[config.mk]
export PLATFORM = sky130hd
export DESIGN_NAME = irq_ctrl
export DESIGN_NICKNAME = d
export VERILOG_FILES = /design/src/rtl/irqc_pkg.sv /design/src/rtl/irqc_capture.sv /design/src/rtl/irqc_enable.sv /design/src/rtl/irqc_vector.sv /design/src/rtl/irq_ctrl.sv
export SDC_FILE = /design/constraint.sdc
export NUM_CORES = 1
export LEC_CHECK = 0
export CAP_MARGIN = 10
export CORE_ASPECT_RATIO = 1.75
export CORE_MARGIN = 1
export CORE_UTILIZATION = 50
export CTS_BUF_LIST = sky130_fd_sc_hd__clkbuf_8
export CTS_CLUSTER_SIZE = 16
export DETAILED_ROUTE_END_ITERATION = 8
export DONT_BUFFER_PORTS = 1
export GPL_ROUTABILITY_DRIVEN = 0
export PLACE_DENSITY = 0.68
export SYNTH_ARGS = -nofsm -noshare
export SYNTH_HDL_FRONTEND = slang
export SYNTH_SLANG_ARGS = --single-unit
[constraint.sdc]
create_clock -name clk -period 1.85 [get_ports clk]
set_clock_uncertainty 0.1 [all_clocks]
set_input_delay 0.2775 -clock clk [delete_from_list [all_inputs] [get_ports clk]]
set_output_delay 0.2775 -clock clk [all_outputs]
set_load 0.05 [all_outputs]
[src/rtl/irqc_pkg.sv]
package irqc_pkg;

    localparam int DATA_W = 32;
    localparam int OFS_W  = 3;

    typedef enum logic [OFS_W-1:0] {
        OFS_RAW   = 3'd0,
        OFS_ACT   = 3'd1,
        OFS_MASK  = 3'd2,
        OFS_RETIRE= 3'd3,
        OFS_MSET  = 3'd4,
        OFS_MCLR  = 3'd5,
        OFS_VEC   = 3'd6,
        OFS_GATE  = 3'd7
    } ofs_e;

    typedef enum logic [1:0] {
        MASK_HOLD,
        MASK_LOAD,
        MASK_OR,
        MASK_ANDN
    } mask_op_e;

    typedef struct packed {
        logic       hit;
        logic [4:0] idx;
    } winner_t;

    localparam logic [DATA_W-1:0] NO_VECTOR = '1;

    function automatic logic [DATA_W-1:0] vec_word(winner_t w);
        return w.hit ? {{(DATA_W-5){1'b0}}, w.idx} : NO_VECTOR;
    endfunction

endpackage

[src/rtl/irqc_capture.sv]
module irqc_capture #(
    parameter int          NUM_SRC   = 32,
    parameter logic [31:0] EDGE_MASK = 32'h0000_FFFF
) (
    input  logic               clk,
    input  logic               rst,
    input  logic [NUM_SRC-1:0] src_i,
    input  logic [NUM_SRC-1:0] retire_i,
    output logic [NUM_SRC-1:0] status_o
);

    logic [NUM_SRC-1:0] src_q;

    always_ff @(posedge clk) begin
        if (rst) src_q <= '0;
        else     src_q <= src_i;
    end

    for (genvar n = 0; n < NUM_SRC; n++) begin : g_line
        if (EDGE_MASK[n]) begin : g_edge
            logic rise;
            assign rise = src_i[n] & ~src_q[n];
            always_ff @(posedge clk) begin
                if (rst)       status_o[n] <= 1'b0;
                else if (rise) status_o[n] <= 1'b1;
                else if (retire_i[n]) status_o[n] <= 1'b0;
            end
        end else begin : g_level
            always_ff @(posedge clk) begin
                if (rst) status_o[n] <= 1'b0;
                else     status_o[n] <= src_i[n] & ~retire_i[n];
            end
        end
    end

endmodule

[src/rtl/irqc_enable.sv]
module irqc_enable
    import irqc_pkg::*;
#(
    parameter int NUM_SRC = 32
) (
    input  logic               clk,
    input  logic               rst,
    input  mask_op_e           op_i,
    input  logic [NUM_SRC-1:0] bits_i,
    output logic [NUM_SRC-1:0] enable_o
);

    logic [NUM_SRC-1:0] nxt;

    always_comb begin
        unique case (op_i)
            MASK_LOAD: nxt = bits_i;
            MASK_OR:   nxt = enable_o | bits_i;
            MASK_ANDN: nxt = enable_o & ~bits_i;
            default:   nxt = enable_o;
        endcase
    end

    always_ff @(posedge clk) begin
        if (rst) enable_o <= '0;
        else     enable_o <= nxt;
    end

endmodule

[src/rtl/irqc_vector.sv]
module irqc_vector
    import irqc_pkg::*;
#(
    parameter int NUM_SRC = 32
) (
    input  logic [NUM_SRC-1:0] pending_i,
    output winner_t            win_o
);

    always_comb begin
        win_o = '0;
        for (int n = NUM_SRC - 1; n >= 0; n--) begin
            if (pending_i[n]) begin
                win_o.hit = 1'b1;
                win_o.idx = 5'(n);
            end
        end
    end

endmodule

[src/rtl/irq_ctrl.sv]
module irq_ctrl
    import irqc_pkg::*;
#(
    parameter int          NUM_SRC   = 32,
    parameter logic [31:0] EDGE_MASK = 32'h0000_FFFF
) (
    input  logic                 clk,
    input  logic                 rst,
    input  logic [NUM_SRC-1:0]   src_i,
    input  logic                 wr_en,
    input  logic [OFS_W-1:0]     addr,
    input  logic [DATA_W-1:0]    wdata,
    output logic [DATA_W-1:0]    rdata,
    output logic                 irq_o
);

    ofs_e               sel;
    logic [NUM_SRC-1:0] wbits;
    logic [NUM_SRC-1:0] retire;
    logic [NUM_SRC-1:0] status_q;
    logic [NUM_SRC-1:0] enable_q;
    logic [NUM_SRC-1:0] pending;
    logic [1:0]         gate_q;
    mask_op_e           mop;
    winner_t            win;

    assign sel    = ofs_e'(addr);
    assign wbits  = wdata[NUM_SRC-1:0];
    assign retire = (wr_en && sel == OFS_RETIRE) ? wbits : '0;

    always_comb begin
        mop = MASK_HOLD;
        if (wr_en) begin
            unique case (sel)
                OFS_MASK: mop = MASK_LOAD;
                OFS_MSET: mop = MASK_OR;
                OFS_MCLR: mop = MASK_ANDN;
                default:  mop = MASK_HOLD;
            endcase
        end
    end

    irqc_capture #(.NUM_SRC(NUM_SRC), .EDGE_MASK(EDGE_MASK)) u_cap (
        .clk(clk), .rst(rst), .src_i(src_i), .retire_i(retire), .status_o(status_q)
    );

    irqc_enable #(.NUM_SRC(NUM_SRC)) u_en (
        .clk(clk), .rst(rst), .op_i(mop), .bits_i(wbits), .enable_o(enable_q)
    );

    assign pending = status_q & enable_q;

    irqc_vector #(.NUM_SRC(NUM_SRC)) u_vec (
        .pending_i(pending), .win_o(win)
    );

    always_ff @(posedge clk) begin
        if (rst)                             gate_q <= 2'b00;
        else if (wr_en && sel == OFS_GATE)   gate_q <= wdata[1:0];
    end

    assign irq_o = (&gate_q) & (|pending);

    always_comb begin
        unique case (sel)
            OFS_RAW:  rdata = DATA_W'(status_q);
            OFS_ACT:  rdata = DATA_W'(pending);
            OFS_MASK: rdata = DATA_W'(enable_q);
            OFS_VEC:  rdata = vec_word(win);
            OFS_GATE: rdata = {{(DATA_W-2){1'b0}}, gate_q};
            default:  rdata = '0;
        endcase
    end

endmodule

Yosys cells after proc, flatten, opt, wreduce, memory -nomap -nowiden
Index checks and enable logic that the tools add are counted.
{"block": "word_totals", "elab_cells": 206, "output_inout_bits": 33, "ff_bits": 82, "inputBits": 70}
{"block": "classes", "eq_ne": 10, "muxes": 70, "reduce_logical": 22, "bitwise_logic": 69}
{"op": "$mux 6", "n": 32}
{"op": "$pmux 32 s5", "n": 1}
{"op": "$pmux 32 s3", "n": 1}
{"op": "$and 32x32->32", "n": 2}
{"op": "$mux 32", "n": 2}
{"op": "$and 1x1->1", "n": 33}
{"op": "$mux 1", "n": 32}
{"op": "$not 1->1", "n": 32}
{"op": "$not 32->32", "n": 1}
{"op": "$or 32x32->32", "n": 1}
{"op": "$reduce_bool 2->1", "n": 16}
{"op": "$reduce_or 32->1", "n": 1}
{"op": "$eq 3x3->1 const B", "n": 4}
{"op": "$eq 3x2->1 const B", "n": 2}
{"op": "$pmux 2 s3", "n": 1}
{"op": "$eq 2x2->1 const B", "n": 2}
{"op": "$eq 3x1->1 const B", "n": 1}
{"op": "$logic_not 3->1", "n": 1}
{"op": "$reduce_bool 3->1", "n": 1}
{"op": "$eq 2x1->1 const B", "n": 1}
{"op": "$logic_and 1x1->1", "n": 2}
{"op": "$mux 2", "n": 1}
{"op": "$reduce_and 2->1", "n": 1}

Longest topological paths before layout
{"block": "depth", "depth_word": 35, "depth_mapped": 8, "ltp_nobuf": 5}

Modules after synthesis
A second synthesis with hierarchy kept.
{"block": "unflattened", "cells_unflattened": 599, "area_unflattened_um2": 4678.2}
{"mod": "irqc_capture", "area_each_um2": 1525.2, "cells_per_inst": 133, "instances": 1, "seq_area_each_um2": 960.9}
{"mod": "irq_ctrl", "area_each_um2": 1416.4, "cells_per_inst": 227, "instances": 1, "seq_area_each_um2": 40.0}
{"mod": "irqc_enable", "area_each_um2": 1368.8, "cells_per_inst": 174, "instances": 1, "seq_area_each_um2": 640.6}
{"mod": "irqc_vector", "area_each_um2": 367.9, "cells_per_inst": 65, "instances": 1, "seq_area_each_um2": 0.0}

Worst setup path after synthesis
OpenSTA, ideal clock, no wires.
{"block": "synth_path", "kind": "reg2out", "startpoint": "register u_cap.status_o[28]", "endpoint": "output rdata[1]", "path_slack_ps": -1310, "stages_incl_launch_ff": 6, "n_path_buf": 0, "t_arrival_ps": 2782, "t_required_ps": 1472, "path_cell_list": "dfxtp_1 -> a22o_1 -> o211ai_1 -> a31o_2 -> a21oi_1 -> o311ai_0"}
{"block": "synth_via", "elab_chain_cells": 32}
{"element": "from (decl)", "line_no": "irqc_capture.sv:9", "rtl": "output logic [NUM_SRC-1:0] status_o"}
{"element": "from (signal, indexed assignment)", "line_no": "irqc_capture.sv:31", "rtl": "else status_o[n] <= src_i[n] & ~retire_i[n];"}
{"element": "$and 32x32->32", "line_no": "irq_ctrl.sv:51", "rtl": "assign pending = status_q & enable_q;"}
{"element": "$mux 6 (29 in series)", "line_no": "irqc_vector.sv:13", "rtl": "if (pending_i[n]) begin"}
{"element": "$mux 32", "line_no": "irqc_pkg.sv:32", "rtl": "return w.hit ? {{(DATA_W-5){1'b0}}, w.idx} : NO_VECTOR;"}
{"element": "$pmux 32 s5", "line_no": "irq_ctrl.sv:65", "rtl": "unique case (sel)"}
{"element": "to (decl)", "line_no": "irq_ctrl.sv:13", "rtl": "output logic [DATA_W-1:0] rdata,"}
No other way between the ends.

Worst setup path after layout
{"block": "layout_path", "startpoint": "register u_en.enable_o[8]", "endpoint": "output rdata[1]"}
{"block": "layout_via", "elab_chain_cells": 12}
{"element": "from (decl)", "line_no": "irqc_enable.sv:10", "rtl": "output logic [NUM_SRC-1:0] enable_o"}
{"element": "from (signal assigned)", "line_no": "irqc_enable.sv:26", "rtl": "else enable_o <= nxt;"}
{"element": "$and 32x32->32", "line_no": "irq_ctrl.sv:51"}
{"element": "$mux 6 (9 in series)", "line_no": "irqc_vector.sv:13"}
{"element": "$mux 32", "line_no": "irqc_pkg.sv:32"}
{"element": "$pmux 32 s5", "line_no": "irq_ctrl.sv:65"}
No other way between the ends.

==> results_dict.tcl <==
set metrics [dict create \
    arrival_ps 2140 \
    cts_buffers 9 \
    finalCritPeriodShare 1.36 \
    reg2reg_from "u_en.enable_o[26]" \
    cp-end-kind "primary output" \
    p_int_mw 3.26 \
    dp_hpwl_um 9860 \
    via_per_inst 6.17 \
    setup_ws_ps -663 \
    netlist_instances 569 \
    vias 5278 \
    p_seq_frac 0.410 \
    worstMarginPinSlew_ps 412 \
    p_sw_frac 0.311 \
    hold_viol 0 \
    grt_pass1_vias 5589 \
    clk_path_buf_depth 2 \
    overflow 0 \
    die_h_um 125 \
    cp_data_required_time_ps 1470 \
    synth-edff-count 0 \
    die_area_um2 9090 \
    fin_nets 805 \
    combPwrFrac 0.284 \
    drv_cap 0 \
    worstSkewPairLatency_ps 370 \
    cts-root-buf "clkbuf_8" \
    worstSetupPathType "reg2out" \
    startpoint "u_en.enable_o[8]" \
    fp-row-count 44 \
    die_w_um 72.5 \
    violations "setup timing" \
    io_pins 103 \
    hold_depth 3 \
    drt_pass1_iterations 5 \
    core_area_um2 8370 \
    htreeDepth 3 \
    worstReg2RegEnd "u_en.enable_o[26]" \
    synth_area_um2 4350 \
    start_kind "register" \
    reg2regPathDepth 4 \
    final_antenna_net_count 0 \
    ys_dominant_reg_cell "dfxtp_1" \
    p_leak_nw 2.85 \
    worstPathCellList "a22oi_2 -> nand4_2 -> nor4_4 -> nand2b_4 -> buf_12 -> o311ai_4 -> buf_12" \
    slew_violations 0 \
    antenna_cells 0 \
    p_per_area_nw_per_um2 679 \
    grt_pass1_wl_um 27000 \
    cp_common_cell "buf_12" \
    start_util 0.520 \
    clkPwrFrac 0.307 \
    clkTransAtPathRegs_ps 80 \
    hold_start "wdata[6]" \
    power_switching_mw 1.47 \
    rsz0062_at_grt "true" \
    crit_fanout 11 \
    wire_per_inst_um 19.9 \
    setup_violations 33 \
    finalSetupTns_ps -19740 \
    cts.sinks 82 \
    min_to "u_cap.status_o[6]" \
    antenna_found_initial 0 \
    cts_tree "done" \
    dp_cells 765 \
    drive_above_1_share 0.289 \
    area_growth_pct 60.2 \
    drt-initial-drc-count 572 \
    track_usage 0.388 \
    synth.ff_latch_count 82 \
    crit_path_max_incr_delay_ps 400 \
    grt_max_degree 76 \
    syn_avg_cell_area_um2 7.65 \
    wl_um 17000 \
    yosys_warnings 0 \
    fmax_ghz 0.398 \
    synth_cell_types 45 \
    r2r_setup_slack_ps 420 \
    status "finished, violations left" \
    synth.net_count 639 \
    io_buffers 0 \
    critPathSlowestCell "nor4_4" \
    maxSlewHeadroom 0.725 \
    drc 0 \
    fin_crit_ps 2510 \
    seq_area_frac_synth 0.377 \
    ys_async_sr_fraction 0 \
    hold_class "in2reg" \
    ir_worst_vdd_uv 617 \
    instances_no_fill 855 \
]
## kinds of logic (layout without fill, tap and decap cells)
group	Yosys count	count (layout)	synth area share
AOI/OAI and AO/OA	232	232	0.346
buffers and inverters	50	221	0.0520
DFF	82	82	0.377
and+or+nand+nor	205	205	0.225
## stage by stage
| step | cell area (µm²) | power, mW | hold WS [ps] | utilization | setup slack (ps) |
|---|---|---|---|---|---|
| CTS | 6950 | 4.69 | 0.805 | 0.831 | -619 |
| global placement | 5890 | 3.05 | 245 | 0.704 | -244 |
| floorplan | 4690 | 2.67 | 258 | - | -191 |
| finish | 6970 | 4.74 | 12.1 | 0.833 | -663 |
| detailed placement | 5890 | 3.08 | 246 | 0.704 | -313 |
| global route | 6970 | 4.90 | 8.03 | 0.833 | -742 |
## flip-flops by register name, summed over array words and instances (netlist names)
register	cells
u_cap.status_o	32
gate_q	2
u_cap.src_q	16
u_en.enable_o	32
## per-layer routing
layer,part of all wire,wire [µm],GRT usage,vias to the layer above
li1,-,-,-,2362
met1,0.34,5740,0.378,2473
met2,0.52,8880,0.699,329
met3,0.068,1160,0.0806,114
met4,0.072,1220,0.278,0
met5,0,0,0,-
## placed cells by master (no fill, tap or decap), drive strengths merged, types with 12 or more instances in the layout
cell type,count
buf,127
nor2b,30
a21oi,75
a22oi,33
dfxtp,82
o21ai,64
nand2b,31
dlygate4sd3,68
a21o,17
nand2,78
a32oi,15
inv,12
nor2,52
## power groups by stage
stage	registers, mW	logic, mW	clock network (mW)
finish	1.94	1.34	1.45
floorplan	1.98	0.693	0
global placement	1.97	1.08	0
global route	1.95	1.41	1.54
CTS	1.93	1.31	1.45
detailed placement	1.97	1.10	0
## cells in the mapped netlist, types with 2 or more instances
| cell type | count | area [µm²] |
|---|---|---|
| o22ai_1 | 2 | 12.5 |
| o21ai_0 | 53 | 265 |
| a31oi_1 | 4 | 25.0 |
| nor2b_1 | 30 | 188 |
| nand2b_1 | 30 | 188 |
| a22oi_2 | 3 | 37.5 |
| buf_2 | 11 | 55.1 |
| o21ai_2 | 11 | 96.3 |
| nand3_1 | 6 | 30.0 |
| a32oi_1 | 15 | 131 |
| o211ai_1 | 3 | 22.5 |
| a21o_1 | 17 | 128 |
| clkbuf_1 | 22 | 82.6 |
| nor2_1 | 52 | 195 |
| dfxtp_1 | 82 | 1640 |
| a22oi_1 | 29 | 218 |
| nand2_1 | 78 | 293 |
| a21oi_1 | 74 | 370 |
| a22o_1 | 3 | 26.3 |
| a32o_1 | 4 | 40.0 |
| inv_1 | 10 | 37.5 |
| buf_1 | 4 | 15.0 |
| and3_1 | 3 | 18.8 |
| a21boi_0 | 2 | 15.0 |
## final cells by class
type / count / area [µm²]
well taps: 115 / 144
clock inverters: 7 / 93.8
fillers: 511 / 1400
flip-flops and latches: 82 / 1660
clock buffers: 9 / 124
multi-input cells: 437 / 2870
inverters: 10 / 37.5
repair buffers: 195 / 2050
## how the worst max path moves through the flow
stage | end | slack, ps | cells past startpoint
after floorplan | rdata[0] | -190 | 6
after global placement | rdata[12] | -240 | 7
after detailed placement | rdata[8] | -310 | 7
after CTS | rdata[1] | -620 | 7
after global routing | rdata[1] | -740 | 7
final | rdata[1] | -660 | 7
## critical path: cells and delay by family (launching register included)
kind	cells	cell delay (ps)
compound gates	2	340
simple gates	3	700
buf+inv	2	370
flops	1	350
## timing repair
action / CTS / global route
endpoints found under the hold margin: 82 / 0
cloned: 0 / 0
setup endpoints to repair: 33 / 35
pin swaps: 15 / 6
gates resized for setup: 24 / 4
setup buffers: 3 / 2
hold buffers: 69 / 0
Note: power is estimated with default switching activity, not from simulation.
